`config.mk`:
```
export PLATFORM = sky130hd
export DESIGN_NAME = burst_col_seq
export DESIGN_NICKNAME = d
export VERILOG_FILES = /design/src/rtl/burst_seq_pkg.sv /design/src/rtl/burst_cfg_decode.sv /design/src/rtl/burst_beat_ctr.sv /design/src/rtl/burst_order_calc.sv /design/src/rtl/burst_col_seq.sv
export SDC_FILE = /design/constraint.sdc
export NUM_CORES = 1
export LEC_CHECK = 0
export BUFFER_PORTS_ARGS = -buffer_cell sky130_fd_sc_hd__buf_2
export CAP_MARGIN = 0
export CELL_PAD_IN_SITES_DETAIL_PLACEMENT = 1
export CELL_PAD_IN_SITES_GLOBAL_PLACEMENT = 1
export CORE_MARGIN = 2
export CORE_UTILIZATION = 35
export CTS_CLUSTER_DIAMETER = 100
export DETAILED_ROUTE_END_ITERATION = 12
export MAX_ROUTING_LAYER = met4
export PLACE_DENSITY = 0.87
export SLEW_MARGIN = 20
export SYNTH_ARGS = -nofsm -noshare
export SYNTH_HDL_FRONTEND = slang
export SYNTH_HIERARCHICAL = 1
export SYNTH_SLANG_ARGS = --single-unit
```
`constraint.sdc`:
```
create_clock -name clk -period 4.7 [get_ports clk]
set_clock_uncertainty 0.15 [all_clocks]
set_input_delay 0.235 -clock clk [delete_from_list [all_inputs] [get_ports clk]]
set_output_delay 0.235 -clock clk [all_outputs]
set_load 0.02 [all_outputs]
```
`src/rtl/burst_seq_pkg.sv`:
```
package burst_seq_pkg;

   localparam int OFF_W     = 3;
   localparam int BEATS_MAX = 1 << OFF_W;

   localparam logic [2:0] LEN_CODE_4 = 3'b010;
   localparam logic [2:0] LEN_CODE_8 = 3'b011;

   typedef enum logic {
      ORDER_SEQ   = 1'b0,
      ORDER_INTLV = 1'b1
   } burst_order_e;

   typedef struct packed {
      logic         legal;
      logic         len8;
      burst_order_e order;
   } burst_cfg_t;

endpackage

```
`src/rtl/burst_cfg_decode.sv`:
```
module burst_cfg_decode
   import burst_seq_pkg::*;
#(
   parameter int MR_W = 13
) (
   input  logic [MR_W-1:0] mode_img,
   output burst_cfg_t      cfg
);

   localparam int LEN_LSB  = 0;
   localparam int TYPE_BIT = 3;

   generate
      if (MR_W < TYPE_BIT + 1) begin : g_bad_width
         $error("burst_cfg_decode: MR_W must cover the burst type bit");
      end
   endgenerate

   logic [2:0] len_code;

   always_comb begin
      len_code  = mode_img[LEN_LSB +: 3];
      cfg.len8  = (len_code == LEN_CODE_8);
      cfg.legal = (len_code == LEN_CODE_4) || (len_code == LEN_CODE_8);
      cfg.order = burst_order_e'(mode_img[TYPE_BIT]);
   end

endmodule

```
`src/rtl/burst_beat_ctr.sv`:
```
module burst_beat_ctr
   import burst_seq_pkg::*;
(
   input  logic             clk,
   input  logic             rst_n,
   input  logic             load,
   input  logic             load_len8,
   output logic             active,
   output logic [OFF_W-1:0] beat_idx,
   output logic             is_last
);

   localparam logic [OFF_W-1:0] FINAL_8 = OFF_W'(BEATS_MAX - 1);
   localparam logic [OFF_W-1:0] FINAL_4 = OFF_W'(BEATS_MAX / 2 - 1);

   logic len8_q;

   assign is_last = active && (beat_idx == (len8_q ? FINAL_8 : FINAL_4));

   always_ff @(posedge clk or negedge rst_n) begin
      if (!rst_n) begin
         active   <= 1'b0;
         beat_idx <= '0;
         len8_q   <= 1'b0;
      end else if (load && !active) begin
         active   <= 1'b1;
         beat_idx <= '0;
         len8_q   <= load_len8;
      end else if (active) begin
         if (is_last) begin
            active   <= 1'b0;
            beat_idx <= '0;
         end else begin
            beat_idx <= beat_idx + 1'b1;
         end
      end
   end


   short_burst_range_chk: assert property (@(posedge clk) disable iff (!rst_n)
      (active && !len8_q) |-> (beat_idx <= FINAL_4));


   beat_advance_chk: assert property (@(posedge clk) disable iff (!rst_n)
      (active && !is_last) |=> (active && beat_idx == $past(beat_idx) + 1'b1));


   len_hold_chk: assert property (@(posedge clk) disable iff (!rst_n)
      (active && !is_last) |=> $stable(len8_q));

endmodule

```
`src/rtl/burst_order_calc.sv`:
```
module burst_order_calc
   import burst_seq_pkg::*;
(
   input  logic [OFF_W-1:0] base_off,
   input  logic [OFF_W-1:0] beat_idx,
   input  burst_order_e     order,
   output logic [OFF_W-1:0] beat_off
);

   localparam int NIB_W = OFF_W - 1;

   logic [NIB_W-1:0] nib_sum;

   assign nib_sum = base_off[NIB_W-1:0] + beat_idx[NIB_W-1:0];

   generate
      for (genvar b = 0; b < OFF_W; b++) begin : g_bit
         if (b < NIB_W) begin : g_low
            assign beat_off[b] = (order == ORDER_INTLV)
                               ? (base_off[b] ^ beat_idx[b])
                               : nib_sum[b];
         end else begin : g_nib_sel
            assign beat_off[b] = base_off[b] ^ beat_idx[b];
         end
      end
   endgenerate

endmodule

```
`src/rtl/burst_col_seq.sv`:
```
module burst_col_seq
   import burst_seq_pkg::*;
#(
   parameter int COL_W = 10,
   parameter int MR_W  = 13
) (
   input  logic             clk,
   input  logic             rst_n,
   input  logic             start,
   input  logic [COL_W-1:0] start_col,
   input  logic [MR_W-1:0]  mode_img,
   output logic             beat_valid,
   output logic             beat_last,
   output logic [COL_W-1:0] beat_col,
   output logic             mode_err
);

   localparam int UP_W = COL_W - OFF_W;

   generate
      if (COL_W < OFF_W) begin : g_bad_col
         $error("burst_col_seq: COL_W must be at least 3");
      end
   endgenerate

   burst_cfg_t       cfg;
   logic             accept;
   logic             active;
   logic             is_last;
   logic [OFF_W-1:0] beat_idx;
   logic [OFF_W-1:0] base_off_q;
   logic [OFF_W-1:0] beat_off;
   burst_order_e     order_q;

   burst_cfg_decode #(.MR_W(MR_W)) cfg_i (
      .mode_img (mode_img),
      .cfg      (cfg)
   );

   assign accept = start && !active && cfg.legal;

   burst_beat_ctr ctr_i (
      .clk       (clk),
      .rst_n     (rst_n),
      .load      (accept),
      .load_len8 (cfg.len8),
      .active    (active),
      .beat_idx  (beat_idx),
      .is_last   (is_last)
   );

   always_ff @(posedge clk or negedge rst_n) begin
      if (!rst_n) begin
         base_off_q <= '0;
         order_q    <= ORDER_SEQ;
         mode_err   <= 1'b0;
      end else begin
         mode_err <= start && !active && !cfg.legal;
         if (accept) begin
            base_off_q <= start_col[OFF_W-1:0];
            order_q    <= cfg.order;
         end
      end
   end

   burst_order_calc order_i (
      .base_off (base_off_q),
      .beat_idx (beat_idx),
      .order    (order_q),
      .beat_off (beat_off)
   );

   generate
      if (UP_W > 0) begin : g_upper
         logic [UP_W-1:0] upper_q;
         always_ff @(posedge clk or negedge rst_n) begin
            if (!rst_n)
               upper_q <= '0;
            else if (accept)
               upper_q <= start_col[COL_W-1:OFF_W];
         end
         assign beat_col = {upper_q, beat_off};


         upper_hold_chk: assert property (@(posedge clk) disable iff (!rst_n)
            (beat_valid && !beat_last) |=> $stable(upper_q));
      end else begin : g_no_upper
         assign beat_col = beat_off;
      end
   endgenerate

   assign beat_valid = active;
   assign beat_last  = is_last;


   last_in_valid_chk: assert property (@(posedge clk) disable iff (!rst_n)
      beat_last |-> beat_valid);


   drop_after_last_chk: assert property (@(posedge clk) disable iff (!rst_n)
      beat_last |=> !beat_valid);


   err_no_beat_chk: assert property (@(posedge clk) disable iff (!rst_n)
      mode_err |-> !beat_valid);


   start_ignored_chk: assert property (@(posedge clk) disable iff (!rst_n)
      (start && beat_valid) |=> (!mode_err && $stable(base_off_q) && $stable(order_q)));


   first_beat_chk: assert property (@(posedge clk) disable iff (!rst_n)
      (start && !beat_valid && cfg.legal) |=>
         (beat_valid && beat_col[OFF_W-1:0] == $past(start_col[OFF_W-1:0])));


   short_nibble_chk: assert property (@(posedge clk) disable iff (!rst_n)
      (beat_valid && !beat_last && beat_idx < OFF_W'(3)) |=>
         $stable(beat_col[OFF_W-1]));

endmodule

```
### After elaboration in Yosys (flattened, before gate mapping)

Index checks and enable logic that the tools add are counted.

| word-level totals | value |
|---|---|
| register bits after elaboration | 17 |
| output and inout bits | 13 |

| operators by class | value |
|---|---|
| muxes and demuxes | 9 |
| reduce and logical (&&, ||, !) cells | 9 |
| add/sub/neg operators | 2 |
| bitwise operators | 3 |
| equality and inequality tests | 3 |

Operators with widths:

| cell | number |
|---|---|
| 2-to-1 mux 3 bit | 4 |
| equality test 3 x 2 -> 1 bit, second input constant | 2 |
| logical AND 1 bit | 5 |
| 2-to-1 mux 1 bit | 5 |
| adder 3 x 1 -> 3 bit, second input constant | 1 |
| equality test 3 bit | 1 |
| XOR 1 bit | 3 |
| adder 2 bit | 1 |
| zero test 1 bit | 2 |
| nonzero test 2 bit | 1 |
| logical OR 1 bit | 1 |

### Longest topological paths before layout

Gate-level depths: netlist of the first run.

| depth | value |
|---|---|
| depth in word-level cells | 6 |
| mapped depth | 6 |
| gate-level depth less buffers | 5 |

### By module

The synthesis of the first run kept the hierarchy.

Modules (own cells, without submodules):

| module | sequential area each (um^2) | cells each | instances | area each (um^2) |
|---|---|---|---|---|
| burst_col_seq | 300.3 | 27 | 1 | 500.5 |
| burst_beat_ctr | 125.1 | 21 | 1 | 260.2 |
| burst_order_calc | 0.0 | 5 | 1 | 45.0 |
| burst_cfg_decode | 0.0 | 3 | 1 | 22.5 |

### Least setup slack after synthesis of the first run

Ideal clock, no wire load.

| path | value |
|---|---|
| path type | register to register |
| start | register ctr_i.active |
| end | register ctr_i.len8_q |
| path buffers | 1 |
| slack | 3.055 ns |
| data arrival time | 1.370 ns |
| cell stages (with the launch flop) | 6 |
| required time | 4.425 ns |
| cell sequence | dfrtp_1 nand3b_4 buf_6 inv_1 nor2b_1 mux2_2 |

| between the ends | value |
|---|---|
| cells in the longest elaborated chain, start to end | 4 |

Ends and longest elaborated chain:

| what | line | source |
|---|---|---|
| start, declared | burst_beat_ctr.sv:8 | `output logic active,` |
| start signal, assigned | burst_beat_ctr.sv:22 | `active <= 1'b0;` |
| start signal, assigned | burst_beat_ctr.sv:26 | `active <= 1'b1;` |
| start signal, assigned | burst_beat_ctr.sv:31 | `active <= 1'b0;` |
| zero test 1 bit | burst_col_seq.sv:40 | `assign accept = start && !active && cfg.legal;` |
| logical AND 1 bit (2 in series) | burst_col_seq.sv:40 |  |
| via accept | burst_col_seq.sv:27 | `logic accept;` |
| logical AND 1 bit | burst_beat_ctr.sv:25 | `end else if (load && !active) begin` |
| end signal, assigned | burst_beat_ctr.sv:28 | `len8_q <= load_len8;` |
| end, declared | burst_beat_ctr.sv:16 | `logic len8_q;` |

The timed path passes the listed nets, and every way through them passes these cells.
A chain may end at the register's enable or synchronous reset.

### Final worst setup path of the first run

| path | value |
|---|---|
| start | register ctr_i.beat_idx[0] |
| end | output port beat_col[1] |

| between the ends | value |
|---|---|
| cells in the longest elaborated chain, start to end | 2 |

Ends and longest elaborated chain:

| what | line | source |
|---|---|---|
| start, declared | burst_beat_ctr.sv:9 | `output logic [OFF_W-1:0] beat_idx,` |
| start signal, assigned | burst_beat_ctr.sv:34 | `beat_idx <= beat_idx + 1'b1;` |
| adder 2 bit | burst_order_calc.sv:14 | `assign nib_sum = base_off[NIB_W-1:0] + beat_idx[NIB_W-1:0];` |
| 2-to-1 mux 1 bit | burst_order_calc.sv:20 | `? (base_off[b] ^ beat_idx[b])` |
| end, declared | burst_col_seq.sv:14 | `output logic [COL_W-1:0] beat_col,` |

Every way passes these cells.

==> results by stage, run 1 <==
Status:
- The run finished with clean final reports.

Placement:
- Buffers placed on the I/O ports in this run total 29.
- Once placement completed, the tool counted placed cells totaling 110.
- Once placement finished, the instance area stood at around 980 um^2.
- The placed wire-length estimate after detailed placement is 1470 um.
- Routability-driven placement finished with a final weighted congestion of a little under 0.7.

STA:
- For the pin with the worst max-slew slack, the measured transition is approximately 390 ps.
- The count of endpoints failing hold in the final timing report came to 0.
- Setup repair after global routing left no endpoint under its margin.
- The max-slew violation count is 0.
- The worst pin sits at a relative slew slack of approximately three quarters.
- The summed negative setup slack over all endpoints is 0 ps.
- Setup violations remaining at the end of the flow were counted as 0.
- Based on the critical path, the design can be clocked at up to between 500 and 600 MHz.
- The fraction of the cycle the final worst path needs is between 30% and 40%.
- For the finished layout, the period the worst path requires is between 1500 and 2000 ps.

Yosys:
- The number of distinct library cells after synthesis is 21.
- The number of warning messages in the yosys log is 6.
- The sequential-to-total area share from yosys stat is between 50% and 60%.
- Sorting the synthesized cells by area gives the leading types as sky130_fd_sc_hd__dfrtp_1 51%, sky130_fd_sc_hd__mux2_4 18%, sky130_fd_sc_hd__mux2_2 4.1%, sky130_fd_sc_hd__xnor2_1 3.2%, sky130_fd_sc_hd__ha_1 3.0%.
- The net count after synthesis is 84.
- After synthesis, the mean cell area works out to about 15 um^2.
- The number of synthesized register bits is 17.
- The biggest area contributor in the post-synthesis netlist is sky130_fd_sc_hd__dfrtp_1.
- The fraction of post-synthesis cell area in the top cell type by area is 51.4%.
- Summing every instance area after synthesis gives just over 800 um^2.
- The synthesized netlist cell count is 56.

Clocking:
- In this run the post-CTS setup repair buffer count came out at 0.
- Buffers inserted during clock tree synthesis total 3.
- Once the clock tree was built, the resizer swapped 0 gates to a different size.
- The clock drives 17 sinks.
- Buffers inserted to repair hold after CTS numbered 1.
- The CTS tree is done.
- Clock tree synthesis selected as its root buffer the cell sky130_fd_sc_hd__clkbuf_4.
- In this run the deepest clock path goes through 2 buffers.
- The CTS H-tree depth is 1.
- The clock latency at the later pin of the worst-skew pair is roughly 300 ps.
- The clock slew at the register clock pins of the worst setup and hold paths is ~100 ps.

Drt:
- For this run, design rule violations remaining after detail routing come to 0.
- In the routed layout, each cell is associated on average with a via count of 4.77.
- The detailed router placed 548 vias in this run.
- Dividing the detail-routed wire length by the instance count gives ~16 um.
- The number of design-rule violations left by the first detailed-router iteration is 5.
- The final wirelength is between 1500 and 2000 um.
- The count of nets left with antenna violations once routing finished came out at 0.
- The iteration count of the initial detailed-routing pass is 4.

Floorplan:
- The core area is between 2000 and 2500 um^2.
- The width of the chip is 52.6 um.
- The number of standard-cell rows in the floorplan is 17.
- From bottom edge to top edge, the die measures between 50 and 60 um.
- During I/O placement, the number of pins put on the boundary was 39.
- Once the floorplan was initialized, standard cells occupied 37.1% of the core.
- The die covers between 2000 and 3000 um^2.

Cells and area:
- In the final layout, flip-flops and latches occupy 425 um^2.
- The multi-input combinational cells in the finished layout cover a total of approximately 370 um^2.
- The number of diodes added for antenna fixing is 0.
- The count of fill cells added during filler insertion is about 240.
- The share of cells above drive strength 1 is approximately 55%.
- The post-layout net count is 116.
- The non-filler instance count after layout is roughly 120.
- The post-synthesis to final-layout area growth is 22.7%.
- The finished cells cover between 1000 and 1500 um^2.

Worst setup path:
- The endpoint identified for the worst register-to-register timing path is ctr_i/len8_q.
- The startpoint identified for the worst register-to-register timing path is ctr_i/active.
- The required time of the critical path is 4320 ps.
- The arrival time reported for the critical path endpoint is 1460 ps.
- The register-to-register setup slack is between 2000 and 3000 ps.
- The number of cells on the worst reg-to-reg path is 4.
- The worst setup path startpoint is ctr_i/beat_idx[0].
- The biggest fanout along the worst timing path is 5.
- The type of element launching the critical path is a flop.
- The worst setup path is captured at an output pin.
- The kind of critical path is flop to output pin.

Hold path:
- In this run the worst hold path is classified as input pin to flop.
- The startpoint identified for the worst hold timing path is start_col[4].
- The capture endpoint of the worst hold path is g_upper.upper_q[1].
- The cell depth of the worst hold path is 2.

Flow run:
- Across the run, the number of max-cap violations was 0.

Global routing:
- The number of global-route vias before repair is approximately 620.
- The remaining global-route overflow is 0.
- The pin count of the biggest net entering global routing is 18.
- The global-route wire length before repair is around 2900 um.
- The all-layer global routing usage is 15.4%.
- The number of antenna violations at the first check in global routing came to 0.

Power:
- IR analysis of the VDD net gives a maximum drop of between 0.2 and 0.25 mV.
- The power per standard cell area is 711 nW/um^2.
- Total power for the finished layout comes to 722 uW.
- The static power due to leakage is 0.554 nW.
==> placed cells by master, fill, tap and decap left out <==
cell type	n
sky130_fd_sc_hd__dfrtp_1	17
sky130_fd_sc_hd__mux2i_1	1
sky130_fd_sc_hd__buf_2	29
sky130_fd_sc_hd__nor3b_1	1
sky130_fd_sc_hd__a22o_1	1
sky130_fd_sc_hd__mux2_2	3
sky130_fd_sc_hd__and3b_1	1
sky130_fd_sc_hd__xnor2_1	3
sky130_fd_sc_hd__a31oi_1	1
sky130_fd_sc_hd__o21a_1	1
sky130_fd_sc_hd__clkbuf_4	3
sky130_fd_sc_hd__a311oi_2	1
sky130_fd_sc_hd__xor2_1	1
sky130_fd_sc_hd__inv_1	2
sky130_fd_sc_hd__and3_1	1
sky130_fd_sc_hd__mux2_4	10
sky130_fd_sc_hd__dlygate4sd3_1	1
sky130_fd_sc_hd__nand3_1	1
sky130_fd_sc_hd__clkinv_2	1
sky130_fd_sc_hd__nor2_1	2
sky130_fd_sc_hd__ha_1	2
sky130_fd_sc_hd__nor2b_1	3
sky130_fd_sc_hd__nand3b_4	1
==> metrics by stage <==
| step | hold WS [ps] | util [%] | setup WS, ps |
|---|---|---|---|
| 5_1_grt | 2.85 | 45.5 | 2730 |
| 3_5_place_dp | 30.4 | 43.8 | 2870 |
| 6_report | 8.45 | 45.5 | 2850 |
| 4_1_cts | 1.35 | 45.5 | 2830 |
| 2_1_floorplan | -211 | - | 3060 |
| 3_3_place_gp | 17.2 | 43.8 | 2910 |
==> final cells by class <==
cell class	count	share of cell area [%]
Sequential cell	17	41.9
Multi-Input combinational cell	34	36.0
Timing Repair Buffer	30	15.3
Tap cell	28	3.45
Clock buffer	3	2.22
Inverter	2	0.739
Clock inverter	1	0.493
==> worst max-delay path by stage <==
stage / end / slack [ps] / cells past startpoint
after global routing: ctr_i/len8_q / 2730 / 4
after floorplan: ctr_i/len8_q / 3060 / 5
after CTS: beat_col[1] / 2830 / 4
after detailed placement: ctr_i/len8_q / 2870 / 6
after global placement: ctr_i/len8_q / 2910 / 4
final: beat_col[1] / 2850 / 4
==> routing by layer <==
layer	global-route usage, %	part of all wire [%]	routed length (um)
met1	15.3	39	729
met2	28.1	55	1030
met3	1.71	2.7	51
met4	10.3	3.1	57
met5	-	0	0
==> logic make-up (layout without fill, tap and decap cells) <==
| family | after synthesis | count (layout) | synth area share (%) |
|---|---|---|---|
| DFF | 17 | 17 | 51.4 |
| muxes | 14 | 14 | 23.4 |
| and+or+nand+nor | 10 | 10 | 8.91 |
| buffers and inverters | 5 | 36 | 4.53 |
| AOI/OAI and AO/OA | 4 | 4 | 4.53 |
| xor gates and xnor gates | 4 | 4 | 4.23 |
| adders and majority gates | 2 | 2 | 3.02 |
==> critical path, stage by stage (launching register included) <==
cell and delay [ps]:
sky130_fd_sc_hd__dfrtp_1 440, sky130_fd_sc_hd__ha_1 210, sky130_fd_sc_hd__nor2b_1 140, sky130_fd_sc_hd__xnor2_1 160
sky130_fd_sc_hd__buf_2 210
==> registers in the layout, summed over array words and instances (netlist names) <==
name             flops
g_upper.upper_q      7
ctr_i/active         1
base_off_q           3
order_q              1
ctr_i/len8_q         1
mode_err             1
ctr_i/beat_idx       3
==> power by group <==
group          switching (mW)  internal [mW]
clock                  0.0483         0.0317
combinational           0.189          0.175
sequential             0.0637          0.215
==> Yosys cell counts <==
master and count:
sky130_fd_sc_hd__and3b_1 1, sky130_fd_sc_hd__nor3b_1 1, sky130_fd_sc_hd__mux2_2 3, sky130_fd_sc_hd__xnor2_1 3, sky130_fd_sc_hd__nand3b_4 1, sky130_fd_sc_hd__buf_4 1
sky130_fd_sc_hd__buf_6 2, sky130_fd_sc_hd__ha_1 2, sky130_fd_sc_hd__and3_1 1, sky130_fd_sc_hd__mux2_4 10, sky130_fd_sc_hd__inv_1 2, sky130_fd_sc_hd__a31oi_1 1
sky130_fd_sc_hd__a311oi_2 1, sky130_fd_sc_hd__o21a_1 1, sky130_fd_sc_hd__xor2_1 1, sky130_fd_sc_hd__a22o_1 1, sky130_fd_sc_hd__dfrtp_1 17, sky130_fd_sc_hd__mux2i_1 1
sky130_fd_sc_hd__nand3_1 1, sky130_fd_sc_hd__nor2b_1 3, sky130_fd_sc_hd__nor2_1 2
No activity file was read; power rests on OpenSTA's default activity.
==> run 2: changes to the inputs <==
- CORE_UTILIZATION: 35 -> 31
- PLACE_DENSITY: 0.87 -> 0.82
- clock period: 4.7 -> 1.7 ns (I/O delays scaled with it)
==> run 2 against run 1 <==
Against the previous run: global-route usage decreased by 0.35 points; non-clock buffer count grew 16; via count is 11% higher; final cell count grew 16%; clock-buffer cell count did not move; die area up 12%; highest routed layer unchanged; first-iteration DRC count stayed put; cell area increased by 16%; wire length is 12% higher.
==> results by stage, run 2 (synthesized netlist as in run 1, its figures left out) <==
STA:
- Setup repair after global routing left no endpoint under its margin.
- The worst path needs roughly 1600 ps of the cycle, external delays included.
- Setup slack on the critical path of the routed design comes to about 76 ps.
- The max-slew violation count is 0.
- After layout, the worst path uses approximately 96% of the clock period.
- The number of setup violations in the final report is 0.
- For the final routed database, the setup TNS stands at 0 ps.
- Measured against its own limit, the worst slew margin works out to approximately three quarters.
- The top achievable clock speed is about 600 MHz.
- The count of endpoints failing hold in the final timing report is 0.
- The pin slew with the least headroom to its limit is between 300 and 400 ps.

Hold path:
- The min-delay analysis places its worst path in the category input pin to flop.

Drt:
- The detailed-route via count is between 600 and 700.
- In this run, the number of DRC markers left after iteration 0 of detailed routing was 5.
- Wires add up to between 2000 and 2500 um.
- The number of nets with antenna violations after routing is 0.
- The detail-routed via count per cell is approximately 4.6.
- The first detailed-routing pass ran for 4 iterations.
- In the routed design, unresolved DRC markers number 0.
- Dividing the detail-routed wire length by the instance count gives 15.7 um.

Worst setup path:
- At the worst endpoint, the arrival time is roughly 1400 ps.
- The master of the slowest instance on the critical path is sky130_fd_sc_hd__dfrtp_1.
- Together, buffers and inverters on the worst path number 1.
- Along the worst path, the maximum fanout reaches 4.
- The cell family contributing the most delay on the critical path is flip-flops.
- The endpoint type of the worst setup path is an output pin.
- The endpoint identified for the worst register-to-register timing path is ctr_i/len8_q.
- The critical path is of the flop to output pin type.
- The largest single stage delay on the critical path is between 400 and 500 ps.
- Setup slack on the worst reg-to-reg path comes out at 230 ps.
- The type of element launching the critical path is a flop.
- In this run the worst setup path begins at ctr_i/beat_idx[0].
- The count of cells along the worst register-to-register path is 4.
- The total stage count of the critical path is 4.
- The startpoint of the most critical register-to-register path is ctr_i/active.
- The required time of the critical path is roughly 1500 ps.
- The worst setup path endpoint is beat_col[1].
- The critical path goes through ha_1, nor2b_1, xnor2_1, buf_2.

Power:
- The power per standard cell area is between 1500 and 2000 nW/um^2.
- The overall power is slightly above 2 mW.
- Summed over all cells, the static leakage comes to ~0.62 nW.
- VDD sags by at most ~0.7 mV.

Placement:
- During placement, the flow inserted port buffers numbering 29.
- The final weighted congestion of routability-driven global placement is approximately 0.72.
- OpenSTA, run right after detailed placement, puts the worst setup slack at 240 ps.
- The total cell area at the placement stage is 996 um^2.

Floorplan:
- The number of standard-cell rows in the floorplan is 18.
- The number of I/O pins is 39.
- The die is 55.7 um tall.
- The initial standard-cell utilization of the core is roughly 33%.
- The area enclosed by the die boundary is roughly 3100 um^2.
- In this run the horizontal extent of the chip is 55.7 um.
- The core area is roughly 2500 um^2.

Cells and area:
- The post-synthesis to final-layout area growth is 42.0%.
- The register bank with the most flops is g_upper.upper_q.
- The number of diodes added for antenna fixing is 0.
- The largest registers in the layout are g_upper.upper_q (7), base_off_q (3), ctr_i/beat_idx (3).
- The share of cells above drive strength 1 is 51.5%.
- The library cells used most frequently in the layout, excluding fill and tap cells, are 29 x sky130_fd_sc_hd__buf_2, 17 x sky130_fd_sc_hd__dfrtp_1, 13 x sky130_fd_sc_hd__dlygate4sd3_1.
- The post-layout net count is 132.
- The number of flip-flops in the largest register is 7.
- After filler insertion, the fill cell instance count of the layout stands at approximately 280.
- The post-route cell area is 1180 um^2.
- Leaving out fill and tap cells, the most frequent cell in the layout is sky130_fd_sc_hd__buf_2.
- At the end of the flow the core is filled with cells to a little under half.

Global routing:
- The number of antenna violations at the first check in global routing is 0.
- Global routing used 15.1% of the available tracks across all layers.
- The number of global-route vias before repair was between 600 and 700.
- The first global-routing pass estimated roughly 3500 um of wire.
- Entering global routing, the biggest net connects 18 pins.
- For this run the aggregate overflow at the end of global routing stands at 0.

Flow run:
- Across the run, the number of max-cap violations was 0.

Clocking:
- The clock latency at the later pin of the worst-skew pair is approximately 290 ps.
- The number of buffers created by CTS is 3.
- The clock passes through at most 2 buffers.
- The count of clock tree sinks is 17.
- After clock tree synthesis, the clock-pin slew on the worst setup and hold paths is 100 ps.
- The CTS tree is done.
- The library cell used as clock root buffer is sky130_fd_sc_hd__clkbuf_4.
- The CTS H-tree depth is 1.

Status:
- The run finished with clean final reports.
## run 2: changes by cell type in the layout (fill, tap and decap cells not counted)
cell,before,now
sky130_fd_sc_hd__xnor2_1,3,2
sky130_fd_sc_hd__dlygate4sd3_1,1,13
sky130_fd_sc_hd__xnor2_2,0,1
sky130_fd_sc_hd__buf_4,0,4
## run 2: through the flow
step	std cells	hold WS (ps)
floorplan	56	-361
global placement	114	-130
detailed placement	114	-124
CTS	133	15.6
global route	133	17.2
finish	133	19.7
## run 2: timing repair
item,CTS,global route
endpoints found under the hold margin,29,0
gates resized for setup,0,1
pin swaps,0,0
buffers inserted,2,0
hold buffers,13,0
setup endpoints to repair,1,1
gates cloned,0,0
## run 2: per-layer routing
metal / up-vias / wire (um) / part of all wire, % / GRT usage [%]
li1: 287 / - / - / -
met1: 307 / 831 / 40 / 16.2
met2: 11 / 1190 / 57 / 26.9
met3: 2 / 40 / 1.9 / 1.63
met4: 0 / 27 / 1.3 / 8.36
met5: - / 0 / 0 / -
## run 2: worst min-delay path: cells and delay by family
family                 cells  cell delay, ps
AND/OR/NAND/NOR            1             140
multiplexers               1             140
buffers and inverters      1              70
## run 2: worst min-delay path by stage
stage / end / slack [ps] / from / cells past startpoint
2_1_floorplan: base_off_q[0] / -360 / rst_n / 0
4_1_cts: ctr_i/len8_q / 20 / mode_img[0] / 3
6_report: ctr_i/len8_q / 20 / mode_img[0] / 3
3_3_place_gp: g_upper.upper_q[2] / -130 / rst_n / 1
3_5_place_dp: base_off_q[1] / -120 / rst_n / 1
5_1_grt: ctr_i/len8_q / 20 / mode_img[0] / 3
## run 2: layout make-up
class | instances | area (um^2) | share of cell area [%]
timing repair buffer | 46 | 305 | 26.0
clock inverter | 1 | 5.00 | 0.426
clock buffer | 3 | 22.5 | 1.91
sequential | 17 | 425 | 36.2
inverter | 2 | 7.51 | 0.638
tap | 30 | 37.5 | 3.19
multi-input combinational | 34 | 373 | 31.7
## run 2: power breakdown
| part | total, mW | switching [mW] | internal (mW) |
|---|---|---|---|
| combinational | 1.12 | 0.565 | 0.555 |
| sequential | 0.735 | 0.141 | 0.594 |
| clock | 0.218 | 0.131 | 0.0875 |
==> run 3: changes to the inputs <==
- RECOVER_POWER: default -> 100
==> run 3 against run 2 <==
Against the previous run: power down 7.5%; fmax up 0.16%; first-iteration DRC count up 40%; global-route usage unchanged; utilization down 2.9 points; register-to-register slack worse by 50 ps; sequential share of layout area up 2.3 points; highest routed layer unchanged.
==> results by stage, run 3 (synthesized netlist as in run 1, its figures left out) <==
Floorplan:
- The width of the chip is approximately 56 um.
- From bottom edge to top edge, the die measures 55.7 um.
- During I/O placement, the number of pins put on the boundary was 39.
- The number of standard-cell rows in the floorplan is 18.
- The area enclosed by the die boundary is 3100 um^2.
- For this configuration, the core starts out at a cell density of ~33%.
- The core area is 2500 um^2.

Cells and area:
- The register with the most flip-flops in the layout has 7 of them.
- The share of cells above drive strength 1 is ~28%.
- The repair_antennas step left the layout with diodes totalling 0.
- Compared with the post-synthesis result, the final layout area differs by 33.4%.
- The post-layout net count is about 130.
- The top cell types in the final layout, fill and taps aside, are 17 x sky130_fd_sc_hd__dfrtp_1, 15 x sky130_fd_sc_hd__buf_2, 13 x sky130_fd_sc_hd__dlygate4sd3_1, 13 x sky130_fd_sc_hd__clkbuf_1, 9 x sky130_fd_sc_hd__mux2_1.
- After filler insertion, the fill cell instance count of the layout stands at between 200 and 300.
- The largest registers in the layout are g_upper.upper_q (7), base_off_q (3), ctr_i/beat_idx (3).
- The register with the most flip-flops in the final layout is g_upper.upper_q.
- The most common cell after layout, fill and taps aside is sky130_fd_sc_hd__dfrtp_1.

Global routing:
- The remaining global-route overflow is 0.
- The first global-routing pass estimated roughly 3500 um of wire.
- The number of antenna violations at the first check in global routing is 0.
- The number of global-route vias before repair was ~700.
- Entering global routing, the biggest net connects 18 pins.
- The all-layer global routing usage is 15.1%.

STA:
- In this run the tightest slew margin relative to its limit is between 30% and 40%.
- The number of setup violations in the final report is 0.
- The count of endpoints failing hold in the final timing report came to 0.
- The fraction of the cycle the final worst path needs is 95.4%.
- The post-layout worst setup margin is roughly 78 ps.
- The time the worst path needs with I/O delays and setup is between 1500 and 2000 ps.
- Setup repair after global routing left no endpoint under its margin.
- The summed negative setup slack over all endpoints is 0 ps.
- The max-slew violation count was 0.
- At the pin with the least slew margin, the transition time is 920 ps.
- The top achievable clock speed is around 600 MHz.

Hold path:
- The startpoint of the most critical hold path is mode_img[1].
- The worst hold path terminates at mode_err.
- The cell depth of the worst hold path is 3.
- The worst hold path belongs to the class input pin to flop.

Placement:
- In this run the tool buffered the top-level ports with 29 buffer cells.
- At the placement stage, the worst setup path has a slack of around 240 ps.
- At the end of routability-driven placement, the weighted congestion stood at just over 0.7.

Worst setup path:
- The startpoint of the most critical register-to-register path is ctr_i/active.
- Data on the critical path arrives at its endpoint at approximately 1400 ps.
- The critical path goes through ha_1, nor2b_1, xnor2_1, buf_2.
- The worst register-to-register path has a setup slack of 180 ps.
- The required time of the critical path is roughly 1500 ps.
- The kind of critical path is flop to output pin.
- The biggest fanout along the worst timing path is 4.
- In this run the critical register-to-register path is captured at g_upper.upper_q[2].
- The endpoint type of the worst setup path is an output pin.
- The type of element launching the critical path is a flop.
- The master of the slowest instance on the critical path is sky130_fd_sc_hd__dfrtp_1.
- The delay of the slowest critical-path stage is 430 ps.
- The count of cells along the worst register-to-register path is 3.

Power:
- The static power due to leakage is 0.525 nW.
- The worst vdd rail ir drop is between 0.6 and 0.7 mV.
- In this run the power density over the cells is between 1500 and 2000 nW/um^2.
- The internal portion of the total power is around 1.1 mW.
- The share of total power dissipated in sequential elements is between 30% and 40%.
- In this run, the combinational gates consume 50.4% of the power.
- In this run the power spent charging and discharging nets is between 800 and 900 uW.
- The clock share of power is roughly 11%.
- The switching share of power is between 40% and 50%.

Clocking:
- The CTS tree is done.
- The clock latency at the later pin of the worst-skew pair is 290 ps.
- CTS placed an instance of sky130_fd_sc_hd__clkbuf_4 at the clock tree root.
- The number of buffers created by CTS is 3.
- The CTS H-tree depth is 1.
- The clock slew at the register clock pins of the worst setup and hold paths is 100 ps.
- The count of clock tree sinks is 17.
- Counting along the longest clock path gives a buffer depth of 2.

Drt:
- For this block, the via count after detailed routing is about 610.
- The number of remaining DRC errors is 0.
- After detailed routing, the number of vias per cell comes to 4.56.
- After detailed routing, the average wire length per cell comes to 15.8 um.
- The first TritonRoute pass finished after 4 iterations.
- The count of nets left with antenna violations once routing finished came out at 0.
- The number of design-rule violations left by the first detailed-router iteration is 7.
- The final wirelength is between 2000 and 2500 um.

Status:
- The run finished with clean final reports.

Flow run:
- The count of max-cap constraint violations is 0.
-- run 3: area by class of cell --
class | instances | area [um^2] | area share, %
flip-flops and latches | 17 | 425 | 38.5
well taps | 30 | 37.5 | 3.40
multi-input cells | 34 | 320 | 29.0
inverters | 2 | 7.51 | 0.680
clock inverters | 1 | 5.00 | 0.453
clock buffers | 3 | 22.5 | 2.04
repair buffers | 46 | 287 | 25.9
-- run 3: per-layer routing --
metal | global-route usage [%] | wire length, um
met4 | 8.36 | 27
met1 | 16.2 | 855
met5 | - | 0
met3 | 1.63 | 44
met2 | 26.9 | 1180
-- run 3: worst max-delay path: cells and delay by family (launching register included) --
family	cells	cell delay, ps
flip-flops	1	430
adder cells (fa/ha/maj)	1	210
buffers and inverters	1	190
AND/OR/NAND/NOR	1	150
XOR/XNOR	1	120
-- run 3: worst max path at each step --
stage,start,to,slack (ps),depth (start not counted)
after floorplan,ctr_i/active,ctr_i/len8_q,60,5
final,ctr_i/beat_idx[0],beat_col[1],80,4
after global routing,ctr_i/beat_idx[0],beat_col[1],20,4
after detailed placement,mode_img[2],ctr_i/len8_q,240,6
after global placement,mode_img[2],ctr_i/len8_q,330,6
after CTS,ctr_i/beat_idx[0],beat_col[1],20,4
-- run 3: stage by stage --
| stage | cell area (um^2) | power [mW] | util [%] | hold WS (ps) | std cells |
|---|---|---|---|---|---|
| 2_1_floorplan | 828 | 1.48 | - | -361 | 56 |
| 3_3_place_gp | 996 | 1.72 | 39.8 | -130 | 114 |
| 3_5_place_dp | 996 | 1.79 | 39.8 | -124 | 114 |
| 4_1_cts | 1170 | 2.08 | 46.7 | 15.6 | 133 |
| 5_1_grt | 1100 | 2.04 | 44.2 | 17.2 | 133 |
| 6_report | 1100 | 1.92 | 44.2 | 9.63 | 133 |
-- run 3: power by group through the flow --
stage | combinational (mW) | sequential [mW] | clock, mW
4_1_cts | 1.12 | 0.731 | 0.229
2_1_floorplan | 0.635 | 0.844 | 0
5_1_grt | 1.04 | 0.760 | 0.242
6_report | 0.968 | 0.732 | 0.219
3_3_place_gp | 1.00 | 0.718 | 0
3_5_place_dp | 1.05 | 0.738 | 0
-- run 3: repair_timing --
action	CTS	global route
hold buffers	13	0
endpoints found under the setup margin	1	1
gates resized for setup	0	1
buffers inserted	2	0
hold endpoints to repair	29	0
